===== src/rtl/ptmr_pkg.sv =====
package ptmr_pkg;

  localparam int unsigned OFS_CTRL = 0;
  localparam int unsigned OFS_MODE = 1;
  localparam int unsigned OFS_IOC  = 2;
  localparam int unsigned OFS_IER  = 4;
  localparam int unsigned OFS_STAT = 5;
  localparam int unsigned OFS_CNT  = 6;
  localparam int unsigned OFS_CMPA = 8;
  localparam int unsigned OFS_CMPB = 10;
  localparam int unsigned OFS_RUN  = 12;

  localparam logic [2:0] CLR_ON_A = 3'd1;
  localparam logic [2:0] CLR_ON_B = 3'd2;

  typedef enum logic [1:0] {
    ACT_HOLD = 2'd0,
    ACT_LOW  = 2'd1,
    ACT_HIGH = 2'd2,
    ACT_FLIP = 2'd3
  } pin_act_e;

  localparam int unsigned PSC_W = 6;

  // terminal count of the divider for a select code
  function automatic logic [PSC_W-1:0] psc_limit(input logic [2:0] sel);
    case (sel)
      3'd0:    psc_limit = 6'd0;
      3'd1:    psc_limit = 6'd3;
      3'd2:    psc_limit = 6'd15;
      default: psc_limit = 6'd63;
    endcase
  endfunction

  // status bit position of flag index (0: A, 1: B, 2: overflow)
  function automatic int unsigned flag_pos(input int unsigned idx);
    flag_pos = (idx == 2) ? 4 : idx;
  endfunction

endpackage


===== src/rtl/ptmr_prescaler.sv =====
module ptmr_prescaler
  import ptmr_pkg::*;
(
  input  logic       clk,
  input  logic       rst,
  input  logic       run,
  input  logic [2:0] sel,
  output logic       tick
);
  logic [PSC_W-1:0] div_q;
  logic [PSC_W-1:0] lim;

  assign lim  = psc_limit(sel);
  assign tick = run && (div_q >= lim);

  // held at zero while stopped, so every start begins a fresh period
  always_ff @(posedge clk) begin
    if (rst || !run)  div_q <= '0;
    else if (tick)    div_q <= '0;
    else              div_q <= div_q + 1'b1;
  end
endmodule


===== src/rtl/ptmr_counter.sv =====
module ptmr_counter
  import ptmr_pkg::*;
#(
  parameter int unsigned CNT_W = 16
) (
  input  logic             clk,
  input  logic             rst,
  input  logic             tick,
  input  logic             cnt_we,
  input  logic [CNT_W-1:0] cnt_wdata,
  input  logic [2:0]       clr_sel,
  input  logic [CNT_W-1:0] cmp_a,
  input  logic [CNT_W-1:0] cmp_b,
  output logic [CNT_W-1:0] cnt,
  output logic             eq_a,
  output logic             eq_b,
  output logic             hit_a,
  output logic             hit_b,
  output logic             wrap
);
  logic clr_hit;

  assign eq_a    = (cnt == cmp_a);
  assign eq_b    = (cnt == cmp_b);
  assign hit_a   = tick && eq_a;
  assign hit_b   = tick && eq_b;
  assign clr_hit = ((clr_sel == CLR_ON_A) && eq_a) || ((clr_sel == CLR_ON_B) && eq_b);
  assign wrap    = tick && !cnt_we && !clr_hit && (&cnt);

  always_ff @(posedge clk) begin
    if (rst)          cnt <= '0;
    else if (cnt_we)  cnt <= cnt_wdata;
    else if (tick) begin
      if (clr_hit)    cnt <= '0;
      else            cnt <= cnt + 1'b1;
    end
  end
endmodule


===== src/rtl/ptmr_pin.sv =====
module ptmr_pin
  import ptmr_pkg::*;
(
  input  logic       clk,
  input  logic       rst,
  input  logic [3:0] cur_code,
  input  logic [3:0] new_code,
  input  logic       code_wr,
  input  logic       hit,
  output logic       pin
);
  pin_act_e act;
  assign act = pin_act_e'(cur_code[1:0]);

  always_ff @(posedge clk) begin
    if (rst)                                   pin <= 1'b0;
    else if (code_wr && (new_code[1:0] != 2'd0)) pin <= new_code[2];
    else if (hit) begin
      case (act)
        ACT_LOW:  pin <= 1'b0;
        ACT_HIGH: pin <= 1'b1;
        ACT_FLIP: pin <= ~pin;
        default:  pin <= pin;
      endcase
    end
  end
endmodule


===== src/rtl/ptmr_channel.sv =====
module ptmr_channel
  import ptmr_pkg::*;
#(
  parameter int unsigned ADDR_W = 4,
  parameter int unsigned CNT_W  = 16,
  parameter int unsigned NUM_CH = 3,
  parameter int unsigned CH_IDX = 0
) (
  input  logic              clk,
  input  logic              rst,
  input  logic              wr_en,
  input  logic              rd_en,
  input  logic [ADDR_W-1:0] addr,
  input  logic [CNT_W-1:0]  wdata,
  output logic [CNT_W-1:0]  rdata,
  output logic              pin_a,
  output logic              pin_b,
  output logic              irq
);
  localparam int unsigned NUM_CMP  = 2;
  localparam int unsigned NUM_FLAG = 3;

  logic [7:0]        ctrl_q, mode_q, ioc_q, ier_q;
  logic [NUM_CH-1:0] run_q;
  logic [CNT_W-1:0]  cmpa_q, cmpb_q;

  logic wr_ctrl, wr_mode, wr_ioc, wr_ier, wr_run, wr_cmpa, wr_cmpb;
  logic cnt_we, stat_wr, stat_rd;

  assign wr_ctrl = wr_en && (addr == ADDR_W'(OFS_CTRL));
  assign wr_mode = wr_en && (addr == ADDR_W'(OFS_MODE));
  assign wr_ioc  = wr_en && (addr == ADDR_W'(OFS_IOC));
  assign wr_ier  = wr_en && (addr == ADDR_W'(OFS_IER));
  assign stat_wr = wr_en && (addr == ADDR_W'(OFS_STAT));
  assign cnt_we  = wr_en && (addr == ADDR_W'(OFS_CNT));
  assign wr_cmpa = wr_en && (addr == ADDR_W'(OFS_CMPA));
  assign wr_cmpb = wr_en && (addr == ADDR_W'(OFS_CMPB));
  assign wr_run  = wr_en && (addr == ADDR_W'(OFS_RUN));
  assign stat_rd = rd_en && (addr == ADDR_W'(OFS_STAT));

  always_ff @(posedge clk) begin
    if (rst) begin
      ctrl_q <= '0; mode_q <= '0; ioc_q <= '0; ier_q <= '0;
      run_q  <= '0; cmpa_q <= '0; cmpb_q <= '0;
    end else begin
      if (wr_ctrl) ctrl_q <= wdata[7:0];
      if (wr_mode) mode_q <= wdata[7:0];
      if (wr_ioc)  ioc_q  <= wdata[7:0];
      if (wr_ier)  ier_q  <= wdata[7:0];
      if (wr_run)  run_q  <= wdata[NUM_CH-1:0];
      if (wr_cmpa) cmpa_q <= wdata;
      if (wr_cmpb) cmpb_q <= wdata;
    end
  end

  logic run, tick;
  logic [2:0] clr_sel;
  assign run     = run_q[CH_IDX];
  assign clr_sel = ctrl_q[7:5];

  ptmr_prescaler u_psc (
    .clk  (clk),
    .rst  (rst),
    .run  (run),
    .sel  (ctrl_q[2:0]),
    .tick (tick)
  );

  logic [CNT_W-1:0] cnt;
  logic eq_a, eq_b, hit_a, hit_b, wrap;

  ptmr_counter #(.CNT_W(CNT_W)) u_cnt (
    .clk       (clk),
    .rst       (rst),
    .tick      (tick),
    .cnt_we    (cnt_we),
    .cnt_wdata (wdata),
    .clr_sel   (clr_sel),
    .cmp_a     (cmpa_q),
    .cmp_b     (cmpb_q),
    .cnt       (cnt),
    .eq_a      (eq_a),
    .eq_b      (eq_b),
    .hit_a     (hit_a),
    .hit_b     (hit_b),
    .wrap      (wrap)
  );

  // output pins, one action unit per compare
  logic [NUM_CMP-1:0] hits, pins;
  assign hits = {hit_b, hit_a};

  for (genvar g = 0; g < NUM_CMP; g++) begin : g_pin
    ptmr_pin u_pin (
      .clk      (clk),
      .rst      (rst),
      .cur_code (ioc_q[4*g+3:4*g]),
      .new_code (wdata[4*g+3:4*g]),
      .code_wr  (wr_ioc),
      .hit      (hits[g]),
      .pin      (pins[g])
    );
  end

  assign pin_a = pins[0];
  assign pin_b = pins[1];

  // status flags with read-arm / write-zero clearing
  logic [NUM_FLAG-1:0] set_ev, flg, ier_sel;
  assign set_ev = {wrap, hit_b, hit_a};

  for (genvar g = 0; g < NUM_FLAG; g++) begin : g_flag
    localparam int unsigned P = flag_pos(g);
    logic f_q, arm_q;
    always_ff @(posedge clk) begin
      if (rst) begin
        f_q   <= 1'b0;
        arm_q <= 1'b0;
      end else begin
        if (set_ev[g])                          f_q <= 1'b1;
        else if (stat_wr && !wdata[P] && arm_q) f_q <= 1'b0;
        if (stat_wr)      arm_q <= 1'b0;
        else if (stat_rd) arm_q <= f_q;
      end
    end
    assign flg[g]     = f_q;
    assign ier_sel[g] = ier_q[P];
  end

  assign irq = |(flg & ier_sel);

  logic [7:0] stat_byte;
  assign stat_byte = {3'b000, flg[2], 2'b00, flg[1], flg[0]};

  always_ff @(posedge clk) begin
    if (rst) rdata <= '0;
    else if (rd_en) begin
      case (addr)
        ADDR_W'(OFS_CTRL): rdata <= CNT_W'(ctrl_q);
        ADDR_W'(OFS_MODE): rdata <= CNT_W'(mode_q);
        ADDR_W'(OFS_IOC):  rdata <= CNT_W'(ioc_q);
        ADDR_W'(OFS_IER):  rdata <= CNT_W'(ier_q);
        ADDR_W'(OFS_STAT): rdata <= CNT_W'(stat_byte);
        ADDR_W'(OFS_CNT):  rdata <= cnt;
        ADDR_W'(OFS_CMPA): rdata <= cmpa_q;
        ADDR_W'(OFS_CMPB): rdata <= cmpb_q;
        ADDR_W'(OFS_RUN):  rdata <= CNT_W'(run_q);
        default:           rdata <= '0;
      endcase
    end
  end
endmodule


===== config.mk =====
export PLATFORM = sky130hd
export DESIGN_NAME = ptmr_channel
export DESIGN_NICKNAME = d
export VERILOG_FILES = /design/src/rtl/ptmr_pkg.sv /design/src/rtl/ptmr_prescaler.sv /design/src/rtl/ptmr_counter.sv /design/src/rtl/ptmr_pin.sv /design/src/rtl/ptmr_channel.sv
export SDC_FILE = /design/constraint.sdc
export NUM_CORES = 1
export LEC_CHECK = 0
export BUFFER_PORTS_ARGS = -buffer_cell sky130_fd_sc_hd__buf_2
export CORE_MARGIN = 2
export CORE_UTILIZATION = 30
export CTS_BUF_LIST = sky130_fd_sc_hd__clkbuf_4 sky130_fd_sc_hd__clkbuf_8
export DETAILED_ROUTE_END_ITERATION = 12
export MAX_ROUTING_LAYER = met4
export PLACE_DENSITY_LB_ADDON = 0.15
export SLEW_MARGIN = 10
export SYNTH_ARGS = -nofsm -noshare
export SYNTH_HDL_FRONTEND = slang
export SYNTH_SLANG_ARGS = --single-unit

===== constraint.sdc =====
create_clock -name clk -period 2.5 [get_ports clk]
set_input_delay 0.125 -clock clk [delete_from_list [all_inputs] [get_ports clk]]
set_output_delay 0.125 -clock clk [all_outputs]
set_load 0.005 [all_outputs]

==> impl_metrics.py, run 1 <==
metrics = {
    "floorplanning": {
        "die_area_um2": 21000,
        "die_x_um": 145,
        "io-pin-count": 43,
        "die_h_um": 145,
        "core_um2": 19500,
        "num_rows": 51,
        "start_util_pct": 30.6,
    },
    "placed_design": {
        "finalWeightedCongestion": 0.872,
        "portBuffers": 42,
        "dp_hpwl_mm": 14.2,
    },
    "pwr": {
        "share_comb_of_total_power_pct": 8.2,
        "power_frac_seq_pct": 43.6,
        "p_int_mw": 3.18,
        "p_sw_share_pct": 24.6,
        "clkPwrFrac_pct": 48.2,
        "p_per_area_nw_per_um2": 591,
        "max-vdd-ir-drop_v": 0.000309,
        "p_leak_nw": 2.65,
        "power_switching_mw": 1.04,
    },
    "routing": {
        "wl_met2_mm": 9.40,
        "drt_iter0_drc": 615,
        "wl_mm": 20.6,
        "dr_total_vias": 5622,
        "viasPerCell": 5.35,
        "top_layer_used": "met4",
        "drc": 0,
        "antenna_left": 0,
        "wl_met1_mm": 9.76,
        "routed-wl-met3_mm": 1.07,
        "firstDrtPassIters": 5,
        "wl_per_cell_um": 19.6,
    },
    "timing": {
        "finalHoldViolations": 0,
        "slew_headroom_pct": 48.0,
        "setup_viol": 0,
        "tightestPinTransition_ns": 0.779,
        "min_period_ns": 2.37,
        "slew_violations": 0,
        "min_period_over_period_pct": 94.9,
        "fin_tns_setup_ns": 0,
        "max_freq_ghz": 0.421,
        "fin_skew_ns": 0.00892,
        "rsz0062_at_grt": "false",
    },
    "critical_path": {
        "timing.critical_path.arrival_ns": 2.72,
        "cp_max_fo": 17,
        "critPathLaunchType": "flip-flop",
        "r2r-end": "u_cnt.cnt[12]",
        "rr_worst_depth": 8,
        "r2r-start": "ctrl_q[0]",
        "endpoint_kind": "flip-flop",
        "startpoint": "ctrl_q[0]",
        "cp_slowest_cell": "or3_1",
        "r2r_slack_ns": 0.13,
        "path_cells": "or3_1 > ha_1 > nand2b_1 > a21oi_1 > o31a_1 > a311o_1 > buf_6 > o32ai_2",
        "required_ns": 2.84,
        "crit_type": "flip-flop to flip-flop",
        "slowest_delay_ns": 0.39,
    },
    "finish": {
        "postLayoutCoreUtil_pct": 36.7,
        "final_cell_mix": "nand2_1 (125), dfxtp_1 (113), a21oi_1 (79)",
        "area_delta_synth_final_pct": 19.9,
        "layout.nets": 809,
        "n_antenna_cell": 0,
        "layout_commonest_cell": "nand2_1",
        "drive_above_1_share_pct": 17.2,
    },
    "clocking": {
        "post_cts.repair.setup_buffers": 0,
        "clockRootBuffer": "clkbuf_8",
        "clk_path_buf_depth": 2,
        "cts-buffers-inserted": 17,
        "insertion_delay_ns": 0.44,
        "cts_sinks": 113,
        "clk_pin_slew_ns": 0.07,
        "cts_tree": "yes",
        "h-tree-depth": 4,
    },
    "global_route": {
        "antenna_found_initial": 0,
        "grt_overflow": 0,
        "grt_pass1_wl_mm": 32.1,
        "grtUsageTotal_pct": 21.1,
        "grt_max_degree": 106,
        "grt_pass1_vias": 5553,
    },
    "logic_synthesis": {
        "yosys-top-cells-area": "dfxtp_1 (38%), nand2_1 (7.9%), a21oi_1 (6.6%), mux2i_1 (3.9%), xnor2_1 (3.7%)",
        "netlist_instances": 732,
        "synth-edff-count": 0,
        "yosysSeqAreaShare_pct": 38.0,
        "postSynth.asyncResetShare_pct": 0,
        "synth_flop_cell": "dfxtp_1",
        "synth_top_area_share_pct": 38.0,
        "synth.cell_area_um2": 5950,
        "syn_nets": 768,
        "avgSynthCellArea_um2": 8.13,
        "synth_area_leader_cell": "dfxtp_1",
        "synth-seq-cells": 113,
        "yosysWarningCount": 0,
        "synth.distinct_cells": 61,
    },
    "min_path": {
        "hold-path-cell-count": 3,
        "hp-class": "input pin to flip-flop",
        "holdPathEnd": "ctrl_q[7]",
        "hold_path.startpoint": "wdata[7]",
    },
    "flow_run": {
        "cap_violations": 0,
    },
    "outcome": {
        "outcome": "complete, no violations",
    },
}
-- how the worst max path moves through the flow --
stage	endpoint	slack, ns	cells after the start
detailed placement	u_cnt.cnt[12]	0.08	8
finish	u_cnt.cnt[12]	0.13	8
CTS	u_cnt.cnt[12]	0.004	8
floorplan	u_cnt.cnt[10]	0.16	9
global placement	u_cnt.cnt[9]	0.16	8
global route	u_cnt.cnt[14]	0.02	8
-- cell type report --
cell class | count | area, um^2
fillers | 1998 | 12300
multi-input cells | 534 | 3370
flip-flops and latches | 113 | 2260
repair buffers | 91 | 654
well taps | 265 | 332
clock buffers | 23 | 317
clock inverters | 9 | 150
inverters | 16 | 60.1
-- Yosys cell counts (all sizes together), types with 15 or more instances --
cell	number
nand2	125
dfxtp	113
a21oi	79
nor2	50
clkbuf	40
nand3	34
buf	29
xnor2	25
xor2	25
mux2i	23
a22oi	19
a2bb2oi	16
o32ai	16
inv	15
-- power groups by stage --
stage	Sequential [mW]	Clock, mW	Combinational (mW)
final	1.84	2.03	0.348
after global routing	1.84	2.16	0.373
after CTS	1.84	2.07	0.342
after detailed placement	1.88	0	0.332
after global placement	1.88	0	0.330
after floorplan	1.87	0	0.192
-- through the flow --
stage	area, um^2	total power [mW]	hold slack, ns	std cells	setup slack (ns)
6_report	7140	4.22	0.0441	1051	0.126
5_1_grt	7140	4.37	0.0306	1051	0.0171
4_1_cts	7100	4.25	0.0212	1051	0.00437
3_5_place_dp	6550	2.21	0.406	1011	0.0813
3_3_place_gp	6550	2.21	0.401	1011	0.163
2_1_floorplan	5950	2.06	0.261	732	0.158
-- sequential cells by signal, indices dropped and copies added (netlist names) --
register	cells
u_cnt.cnt	16
g_flag.arm_q	3
ier_q	8
cmpb_q	16
u_psc.div_q	6
run_q	3
rdata	16
g_pin.u_pin.pin	2
cmpa_q	16
ctrl_q	8
g_flag.f_q	3
ioc_q	8
mode_q	8
-- what timing repair did --
item | CTS | global route
resized for setup | 0 | 6
hold buffers | 8 | 0
endpoints found under the setup margin | 0 | 11
hold endpoints to repair | 19 | 0
-- layer usage --
layer | up-vias | global-route usage [%]
li1 | 2663 | -
met1 | 2739 | 28.9
met2 | 190 | 31.3
met3 | 30 | 3.55
met4 | 0 | 7.72
met5 | - | -
-- cell families after synthesis --
| logic type | after synthesis | synth area share (%) |
|---|---|---|
| AO/OA/AOI/OAI | 176 | 20.0 |
| XOR/XNOR | 50 | 7.35 |
| adder cells (fa/ha/maj) | 12 | 2.52 |
| buffers and inverters | 85 | 6.30 |
| flip-flops | 113 | 38.0 |
| multiplexers | 24 | 4.06 |
| AND/OR/NAND/NOR | 272 | 21.7 |
-- critical path, delay by kind of cell, from the launching register on --
| family | cells | cell delay, ns |
|---|---|---|
| buffers and inverters | 1 | 0.18 |
| AND/OR/NAND/NOR | 2 | 0.48 |
| adder cells (fa/ha/maj) | 1 | 0.28 |
| flip-flops | 1 | 0.34 |
| AO/OA/AOI/OAI | 4 | 1.00 |
Note: power is estimated with default switching activity, not from simulation.
==> run 2, diff against run 1 <==
--- a/config.mk
+++ b/config.mk
@@ -7,11 +7,12 @@
 export LEC_CHECK = 0
 export BUFFER_PORTS_ARGS = -buffer_cell sky130_fd_sc_hd__buf_2
 export CORE_MARGIN = 2
-export CORE_UTILIZATION = 30
+export CORE_UTILIZATION = 40
 export CTS_BUF_LIST = sky130_fd_sc_hd__clkbuf_4 sky130_fd_sc_hd__clkbuf_8
 export DETAILED_ROUTE_END_ITERATION = 12
 export MAX_ROUTING_LAYER = met4
 export PLACE_DENSITY_LB_ADDON = 0.15
+export RECOVER_POWER = 25
 export SLEW_MARGIN = 10
 export SYNTH_ARGS = -nofsm -noshare
 export SYNTH_HDL_FRONTEND = slang
==> impl_metrics.py, run 2 (synthesis gave the netlist of run 1 again) <==
metrics = {
    "timing": {
        "rsz0062_at_grt": "true",
        "slew_violations": 0,
        "final.setup.worst_slack_ns": 0.115,
        "min_period_ns": 2.38,
        "finalHoldViolations": 0,
        "fin_skew_ns": 0.0113,
        "min_period_over_period_pct": 95.4,
        "slew_headroom_pct": 29.2,
        "setup_viol": 0,
        "tightestPinTransition_ns": 1.06,
        "max_freq_ghz": 0.419,
    },
    "routing": {
        "drt_iter0_drc": 705,
        "antenna_left": 0,
        "dr_total_vias": 5657,
        "viasPerCell": 5.89,
        "firstDrtPassIters": 5,
        "wl_mm": 19.4,
        "drc": 0,
        "wl_per_cell_um": 20.1,
    },
    "outcome": {
        "outcome": "complete, no violations",
    },
    "placed_design": {
        "dp_cells": 924,
        "dp_hpwl_mm": 13.4,
        "pre_cts_slack_ns": -0.0227,
        "finalWeightedCongestion": 0.883,
        "portBuffers": 42,
    },
    "pwr": {
        "share_comb_of_total_power_pct": 9.3,
        "p_leak_nw": 2.49,
        "p_int_mw": 2.64,
        "p_sw_share_pct": 26.2,
        "p_per_area_nw_per_um2": 528,
        "power_frac_seq_pct": 51.5,
        "clkPwrFrac_pct": 39.2,
        "max-vdd-ir-drop_v": 0.000303,
        "power_switching_mw": 0.937,
    },
    "clocking": {
        "clk_path_buf_depth": 2,
        "cts_sinks": 113,
        "cts_tree": "yes",
        "post_cts.repair.setup_buffers": 0,
        "clk_pin_slew_ns": 0.07,
        "clockRootBuffer": "clkbuf_8",
        "insertion_delay_ns": 0.44,
        "h-tree-depth": 4,
        "cts-buffers-inserted": 17,
    },
    "finish": {
        "n_antenna_cell": 0,
        "final_cell_mix": "nand2_1 (125), dfxtp_1 (113), a21oi_1 (79)",
        "fillers": 1479,
        "seqCellArea_um2": 2260,
        "area_delta_synth_final_pct": 13.8,
        "layout.nets": 807,
        "multi_input_area_um2": 3370,
        "layout_commonest_cell": "nand2_1",
        "layout.cells.non_filler": 961,
        "drive_above_1_share_pct": 13.5,
    },
    "critical_path": {
        "rr_worst_depth": 7,
        "timing.critical_path.arrival_ns": 2.73,
        "r2r_slack_ns": 0.12,
        "endpoint_kind": "flip-flop",
        "required_ns": 2.85,
        "crit_type": "flip-flop to flip-flop",
        "path_cells": "or3_1 > ha_1 > nand2b_1 > a21oi_1 > o31a_1 > a311o_2 > o32ai_1",
        "cp_slowest_cell": "a311o_2",
        "cp_max_fo": 8,
        "r2r-end": "u_cnt.cnt[7]",
        "r2r-start": "ctrl_q[0]",
        "slowest_delay_ns": 0.48,
        "critPathLaunchType": "flip-flop",
    },
    "global_route": {
        "grtUsageTotal_pct": 24.9,
        "grt_overflow": 0,
        "grt_max_degree": 65,
        "grt_pass1_vias": 5382,
        "antenna_found_initial": 0,
        "grt_pass1_wl_mm": 29.8,
    },
    "floorplanning": {
        "core_um2": 14500,
        "die_x_um": 126,
        "io-pin-count": 43,
        "die_area_um2": 15900,
        "num_rows": 44,
        "start_util_pct": 41.0,
        "die_h_um": 126,
    },
    "min_path": {
        "hold-path-cell-count": 3,
        "hold_path.startpoint": "wdata[5]",
        "holdPathEnd": "cmpa_q[5]",
        "hp-class": "input pin to flip-flop",
    },
    "flow_run": {
        "cap_violations": 0,
    },
}
[run 2: cell types whose count changed in the layout (fill, tap and decap cells not counted), sizes merged]
cell         delta
bufinv          -4
buf            -20
clkinvlp        -2
a311o           +2
clkbuf         +13
dlygate4sd3     +2
[run 2: final cells by class]
cell class,instances,share of cell area (%)
clock inverters,3,0.221
inverters,16,0.886
clock buffers,22,4.10
well taps,184,3.40
multi-input cells,536,49.7
flip-flops and latches,113,33.4
repair buffers,87,8.34
[run 2: worst max path at each step]
stage	slack, ns	from	depth (start not counted)	end
floorplan	0.16	ctrl_q[0]	9	u_cnt.cnt[10]
global placement	0.08	ctrl_q[0]	7	u_cnt.cnt[11]
detailed placement	-0.02	ctrl_q[0]	7	u_cnt.cnt[12]
CTS	0.09	ctrl_q[0]	7	u_cnt.cnt[12]
global route	-0.003	ctrl_q[0]	7	u_cnt.cnt[4]
finish	0.12	ctrl_q[0]	7	u_cnt.cnt[7]
[run 2: repair_timing]
| action | 4_1_cts | 5_1_grt |
|---|---|---|
| hold buffers | 10 | 0 |
| resized for setup | 1 | 3 |
| pin swaps | 0 | 1 |
| cloned | 0 | 2 |
| endpoints found under the setup margin | 1 | 3 |
| endpoints found under the hold margin | 19 | 0 |
[run 2: worst max-delay path, delay by kind of cell (launching register included)]
family / cells / cell delay, ns
flops: 1 / 0.35
compound gates: 4 / 1.17
fa+ha+maj: 1 / 0.28
simple gates: 2 / 0.49
[run 2: power groups by stage]
stage	Sequential [mW]	Combinational, mW	Clock (mW)
floorplan	1.87	0.192	0
global placement	1.88	0.308	0
detailed placement	1.88	0.309	0
CTS	1.84	0.323	1.43
global route	1.84	0.356	1.50
finish	1.84	0.334	1.40
[run 2: layer usage]
metal / track usage (%) / wire [um] / share of wire, %
met2: 36.0 / 8450 / 44
met1: 34.6 / 8920 / 46
met5: - / 0 / 0
met4: 8.47 / 411 / 2.1
met3: 5.31 / 1580 / 8.1
[run 2: per-stage QoR]
step	TNS (ns)	instance area (um^2)	power (mW)	utilization [%]	hold WS, ns
global route	-0.00294	6780	3.70	46.6	0.0547
finish	0	6780	3.58	46.6	0.0645
global placement	0	6370	2.19	43.8	0.404
CTS	0	6760	3.59	46.5	0.0381
detailed placement	-0.0227	6370	2.19	43.8	0.412
floorplan	0	5950	2.06	-	0.261
